`src/rtl/prio_irq_pkg.sv`:
```
package prio_irq_pkg;
   typedef enum logic [1:0] {
      IO_IDLE    = 2'd0,
      IO_MASK_WR = 2'd1,
      IO_EOI     = 2'd2,
      IO_CMD_NOP = 2'd3
   } io_op_e;
endpackage

```
`src/rtl/prio_irq_pick.sv`:
```
module prio_irq_pick #(
   parameter int N = 8,
   localparam int IW = (N > 1) ? $clog2(N) : 1
) (
   input  logic [N-1:0]  vec,
   output logic [N-1:0]  grant,
   output logic [IW-1:0] idx,
   output logic          any
);
   logic [N:0] seen;
   assign seen[0] = 1'b0;

   for (genvar i = 0; i < N; i++) begin : g_chain
      assign grant[i]  = vec[i] & ~seen[i];
      assign seen[i+1] = seen[i] | vec[i];
   end

   assign any = seen[N];

   always_comb begin
      idx = '0;
      for (int i = N - 1; i >= 0; i--) begin
         if (vec[i]) idx = IW'(i);
      end
   end

   always_comb begin
      p_grant_onehot_r4: assert ($onehot0(grant) && (any == (grant != '0)))
         else $error("picker grant not one-hot or inconsistent");
   end
endmodule

```
`src/rtl/prio_irq_pend.sv`:
```
module prio_irq_pend #(
   parameter int N = 8
) (
   input  logic         clk,
   input  logic         rst_n,
   input  logic [N-1:0] irq_in,
   input  logic [N-1:0] clr,
   output logic [N-1:0] pend
);
   logic [N-1:0] irq_q;
   logic [N-1:0] rise;

   assign rise = irq_in & ~irq_q;

   always_ff @(posedge clk) begin
      if (!rst_n) begin
         irq_q <= '0;
         pend  <= '0;
      end else begin
         irq_q <= irq_in;
         pend  <= (pend & ~clr) | rise;
      end
   end

   p_pend_clear_r5: assert property (@(posedge clk) disable iff (!rst_n)
      (clr != '0) |=> ((pend & $past(clr & ~rise)) == '0))
      else $error("acknowledged request still pending");

   p_level_no_retrigger_r2: assert property (@(posedge clk) disable iff (!rst_n)
      (rise == '0 && clr == '0) |=> (pend == $past(pend)))
      else $error("pending changed without edge or acknowledge");
endmodule

```
`src/rtl/prio_irq_isr.sv`:
```
module prio_irq_isr #(
   parameter int N = 8,
   localparam int IW = (N > 1) ? $clog2(N) : 1
) (
   input  logic          clk,
   input  logic          rst_n,
   input  logic [N-1:0]  set_oh,
   input  logic          eoi,
   output logic [N-1:0]  isr,
   output logic [IW-1:0] top_idx,
   output logic          busy
);
   logic [N-1:0] top_oh;

   prio_irq_pick #(.N(N)) u_top (
      .vec   (isr),
      .grant (top_oh),
      .idx   (top_idx),
      .any   (busy)
   );

   always_ff @(posedge clk) begin
      if (!rst_n) isr <= '0;
      else        isr <= (isr & ~(eoi ? top_oh : '0)) | set_oh;
   end

   p_eoi_drops_one_r8: assert property (@(posedge clk) disable iff (!rst_n)
      (eoi && busy && set_oh == '0) |=> ($countones(isr) + 1 == $countones($past(isr))))
      else $error("end-of-interrupt did not retire exactly one entry");

   p_ack_marks_r5: assert property (@(posedge clk) disable iff (!rst_n)
      (set_oh != '0) |=> ((isr & $past(set_oh)) == $past(set_oh)))
      else $error("acknowledged input not in service");
endmodule

```
`src/rtl/prio_irq_ctrl.sv`:
```
module prio_irq_ctrl #(
   parameter int          NUM_IRQ   = 8,
   parameter int          DATA_W    = 8,
   parameter int          ADDR_W    = 8,
   parameter logic [7:0]  MASK_ADDR = 8'h21,
   parameter logic [7:0]  CMD_ADDR  = 8'h20,
   parameter logic [7:0]  EOI_CODE  = 8'h20,
   parameter logic [7:0]  VEC_BASE  = 8'h08
) (
   input  logic               clk,
   input  logic               rst_n,
   input  logic [NUM_IRQ-1:0] irq_in,
   output logic               intr_out,
   input  logic               inta_in,
   output logic               vec_valid,
   output logic [DATA_W-1:0]  vec_data,
   input  logic [ADDR_W-1:0]  io_addr,
   input  logic               io_wr,
   input  logic               io_rd,
   input  logic [DATA_W-1:0]  io_wdata,
   output logic [DATA_W-1:0]  io_rdata
);
   import prio_irq_pkg::*;

   localparam int IW = (NUM_IRQ > 1) ? $clog2(NUM_IRQ) : 1;

   if (NUM_IRQ < 2 || NUM_IRQ > DATA_W) begin : g_bad_count
      $error("NUM_IRQ must lie between 2 and DATA_W");
   end
   if (ADDR_W < 8 || DATA_W < 8) begin : g_bad_width
      $error("port address and data must be at least 8 bits");
   end

   logic [NUM_IRQ-1:0] mask_q;
   logic [NUM_IRQ-1:0] pend;
   logic [NUM_IRQ-1:0] elig;
   logic [NUM_IRQ-1:0] win_oh;
   logic [NUM_IRQ-1:0] ack_oh;
   logic [NUM_IRQ-1:0] isr;
   logic [IW-1:0]      win_idx;
   logic [IW-1:0]      top_idx;
   logic               elig_any;
   logic               busy;
   logic               ack;
   io_op_e             io_op;

   always_comb begin
      io_op = IO_IDLE;
      if (io_wr && io_addr == ADDR_W'(MASK_ADDR))
         io_op = IO_MASK_WR;
      else if (io_wr && io_addr == ADDR_W'(CMD_ADDR))
         io_op = (io_wdata == DATA_W'(EOI_CODE)) ? IO_EOI : IO_CMD_NOP;
   end

   always_ff @(posedge clk) begin
      if (!rst_n)                  mask_q <= '1;
      else if (io_op == IO_MASK_WR) mask_q <= io_wdata[NUM_IRQ-1:0];
   end

   assign io_rdata = (io_rd && io_addr == ADDR_W'(MASK_ADDR)) ? DATA_W'(mask_q) : '0;

   prio_irq_pend #(.N(NUM_IRQ)) u_pend (
      .clk    (clk),
      .rst_n  (rst_n),
      .irq_in (irq_in),
      .clr    (ack_oh),
      .pend   (pend)
   );

   assign elig = pend & ~mask_q;

   prio_irq_pick #(.N(NUM_IRQ)) u_win (
      .vec   (elig),
      .grant (win_oh),
      .idx   (win_idx),
      .any   (elig_any)
   );

   prio_irq_isr #(.N(NUM_IRQ)) u_isr (
      .clk     (clk),
      .rst_n   (rst_n),
      .set_oh  (ack_oh),
      .eoi     (io_op == IO_EOI),
      .isr     (isr),
      .top_idx (top_idx),
      .busy    (busy)
   );

   assign intr_out  = elig_any && (!busy || win_idx < top_idx);
   assign ack       = inta_in && intr_out;
   assign ack_oh    = ack ? win_oh : '0;
   assign vec_valid = ack;
   assign vec_data  = ack ? (DATA_W'(VEC_BASE) + DATA_W'(win_idx)) : '0;

   p_intr_eligible_r3: assert property (@(posedge clk) disable iff (!rst_n)
      intr_out |-> ((pend & ~mask_q) != '0))
      else $error("interrupt raised with nothing eligible");

   p_spurious_ack_r9: assert property (@(posedge clk) disable iff (!rst_n)
      (inta_in && !intr_out && io_op != IO_EOI) |=> (isr == $past(isr)))
      else $error("spurious acknowledge changed in-service state");

   p_nop_cmd_r8: assert property (@(posedge clk) disable iff (!rst_n)
      (io_op == IO_CMD_NOP && !ack) |=> (isr == $past(isr)))
      else $error("non-EOI command changed in-service state");
endmodule

```
`config.mk`:
```
export PLATFORM = sky130hd
export DESIGN_NAME = prio_irq_ctrl
export DESIGN_NICKNAME = d
export VERILOG_FILES = /design/src/rtl/prio_irq_pkg.sv /design/src/rtl/prio_irq_pick.sv /design/src/rtl/prio_irq_pend.sv /design/src/rtl/prio_irq_isr.sv /design/src/rtl/prio_irq_ctrl.sv
export SDC_FILE = /design/constraint.sdc
export NUM_CORES = 1
export LEC_CHECK = 0
export BUFFER_PORTS_ARGS = -buffer_cell sky130_fd_sc_hd__buf_2
export CAP_MARGIN = 20
export CORE_ASPECT_RATIO = 0.5
export CORE_MARGIN = 1.5
export CORE_UTILIZATION = 55
export CTS_BUF_LIST = sky130_fd_sc_hd__clkbuf_8
export DETAILED_ROUTE_END_ITERATION = 8
export HOLD_SLACK_MARGIN = 0.03
export MAX_ROUTING_LAYER = met4
export PLACE_DENSITY = 0.83
export SLEW_MARGIN = 20
export SYNTH_ARGS = -nofsm -noshare
export SYNTH_HDL_FRONTEND = slang
export SYNTH_SLANG_ARGS = --single-unit
```
`constraint.sdc`:
```
create_clock -name clk -period 5.5 [get_ports clk]
set_input_delay 0.825 -clock clk [delete_from_list [all_inputs] [get_ports clk]]
set_output_delay 0.825 -clock clk [all_outputs]
set_load 0.005 [all_outputs]
```
==> qor.yml <==
placed_cells: 280
synth_warnings: 0
num_vias: 1615
diodes: 0
route.final.wire_length_um: 3910
cts.sink_count: 32
comb_power_share: 0.082
drv_slew: 0
min_from: "u_isr.isr[6]"
power_leakage_nw: 1.00
synth_edf_count: 0
numCtsBuffers: 5
area_growth_pct: 16.2
setup_viol: 0
gp_congestion: 0.897
die_h_um: 42.6
p_sw_mw: 0.106
tightest_slew_ps: 654
first_iter_violations: 63
drc: 0
syn_area_um2: 1730
fin_nets: 278
dp_hpwl_um: 2970
grt_max_degree: 43
finClkSkew_ps: 7.18
path_clk_slew_ps: 60
seq_area_frac_synth: 0.371
hold_buffers: 0
avgSynthCellArea_um2: 8.39
worst-setup-path-type: "reg -> out"
ys_ff_latch: 32
wl_per_cell_um: 13.6
core-area_um2: 3000
min_period_ps: 4000
crit_start: "mask_q[4]"
maxCapViolCount: 0
synth.distinct_cells: 46
synth_most_common_cell: "dfxtp_1"
portBuffers: 42
placed_cell_area_um2: 1930
peakVddDrop_uv: 167
die_w_um: 82.3
num_rows: 14
postCtsResizedCells: 0
required_ps: 4680
synthTopCellsByCount: "dfxtp_1, nor2_1, nand2_1"
ios: 47
cts_tree: "done"
status: "finished clean"
fin_area_um2: 2010
power_density_nw_per_um2: 223
dieArea_um2: 3510
cts.htree.levels: 2
synth.area.top_cells: "dfxtp_1, mux2i_1, nor2_1"
p_seq_frac: 0.548
finalSetupTns_ps: 0
antenna_found_initial: 0
yosys.area.top_type: "dfxtp_1"
grt_overflow_total: 0
initial_core_util: 0.577
instances_no_fill: 287
firstDrtPassIters: 5
hold_violations: 0
clock_latency_ps: 280
clkPwrFrac: 0.369
syn_inst: 206
finalCritPeriodShare: 0.727
grt_usage: 0.257
fillCellCount: 231
r2r-start: "mask_q[4]"
max_freq_mhz: 250
vias_per_cell: 5.63
cts_setup_buffers: 0
cts_buffer_depth: 2
drive_above_1_share: 0.239
grt_pass1_wl_um: 6370
clock-root-buffer: "clkbuf_8"
synth_top_area_frac: 0.371
critPathLaunchType: "flip-flop"
worst_hold_slack_ps: 508
hold_path_class: "reg -> reg"
ant_nets: 0
critPathCaptureType: "output port"
swShare: 0.235
grt_pass1_vias: 1415
synth-main-ff-cell: "dfxtp_1"
crit_fanout: 14
rsz0062_at_grt: "no"
ys_async_sr_fraction: 0
arrival_ps: 3170
p_int_mw: 0.343
slew-limit-headroom: 0.564
[worst max-delay path: stages (launching register included)]
cell and delay (ps):
dfxtp_1 380, and2b_1 250, a21o_1 210, o21ai_0 430, inv_1 120, ha_1 330
a211oi_1 490, a41oi_4 310, nor4_2 210, buf_2 150
[metrics by stage]
step	power [mW]	worst slack [ps]	utilization
6_report	0.449	1500	0.670
5_1_grt	0.468	1290	0.670
4_1_cts	0.451	1480	0.670
3_5_place_dp	0.288	1790	0.645
3_3_place_gp	0.286	1980	0.645
2_1_floorplan	0.274	2140	-
[state kept, by name, summed over array words and instances, names as in the netlist]
signal	flops
u_pend.pend	8
u_pend.irq_q	8
u_isr.isr	8
mask_q	8
[metal layers]
layer,vias to the layer above,GRT usage,share of wire
met3,13,0.0717,0.081
met1,717,0.334,0.46
met5,-,-,0
met2,79,0.374,0.44
met4,0,0.105,0.019
li1,806,-,-
[cells by family (layout without fill, tap and decap cells)]
| logic type | Yosys count | after routing | synth area share |
|---|---|---|---|
| AOI/OAI and AO/OA | 47 | 47 | 0.201 |
| muxes | 8 | 8 | 0.0463 |
| and+or+nand+nor | 92 | 92 | 0.297 |
| adders and majority gates | 2 | 2 | 0.0145 |
| other | 1 | 4 | 0.00217 |
| DFF | 32 | 32 | 0.371 |
| buffers and inverters | 24 | 62 | 0.0681 |
[layout make-up]
| cell class | instances | area (um2) | share of cell area |
|---|---|---|---|
| clock inverter | 2 | 8.76 | 0.00436 |
| clock buffer | 5 | 68.8 | 0.0343 |
| inverter | 13 | 48.8 | 0.0243 |
| multi-input combinational | 153 | 981 | 0.488 |
| tap | 40 | 50.0 | 0.0249 |
| timing repair buffer | 42 | 210 | 0.105 |
| sequential | 32 | 641 | 0.319 |
[placed cells by master, fill, tap and decap left out, types with 2 or more instances in the layout]
master,Yosys,layout
buf_2,1,42
dfxtp_1,32,32
nor2_1,18,18
nand2_1,17,17
inv_1,13,14
nor2b_1,10,10
o21ai_0,9,9
a21oi_1,9,9
mux2i_1,8,8
nand2b_1,7,7
nand3_1,7,7
and2_1,7,7
nor4_1,6,6
nor3_1,6,6
clkbuf_8,0,5
o211ai_1,4,4
o21ai_1,4,4
conb_1,1,4
o31ai_1,3,3
a31oi_1,3,3
or4_1,2,2
a211oi_1,2,2
nor4_2,2,2
a31o_2,2,2
o22ai_1,2,2
o311ai_0,2,2
ha_1,2,2
[path summary, 6_finish.rpt]
check	to	slack (ps)	cells after the start
setup reg to reg	u_pend.pend[2]	2540	8
hold / removal	u_isr.isr[6]	510	2
hold reg to reg	u_isr.isr[6]	510	2
setup / recovery	vec_data[1]	1500	9
[power groups by stage]
stage	clock network, mW	registers, mW	logic, mW
after floorplan	0	0.249	0.0243
after global placement	0	0.250	0.0357
after detailed placement	0	0.251	0.0371
after CTS	0.168	0.246	0.0371
after global routing	0.179	0.247	0.0413
final	0.166	0.246	0.0370
No activity file was read; power rests on OpenSTA's default activity.
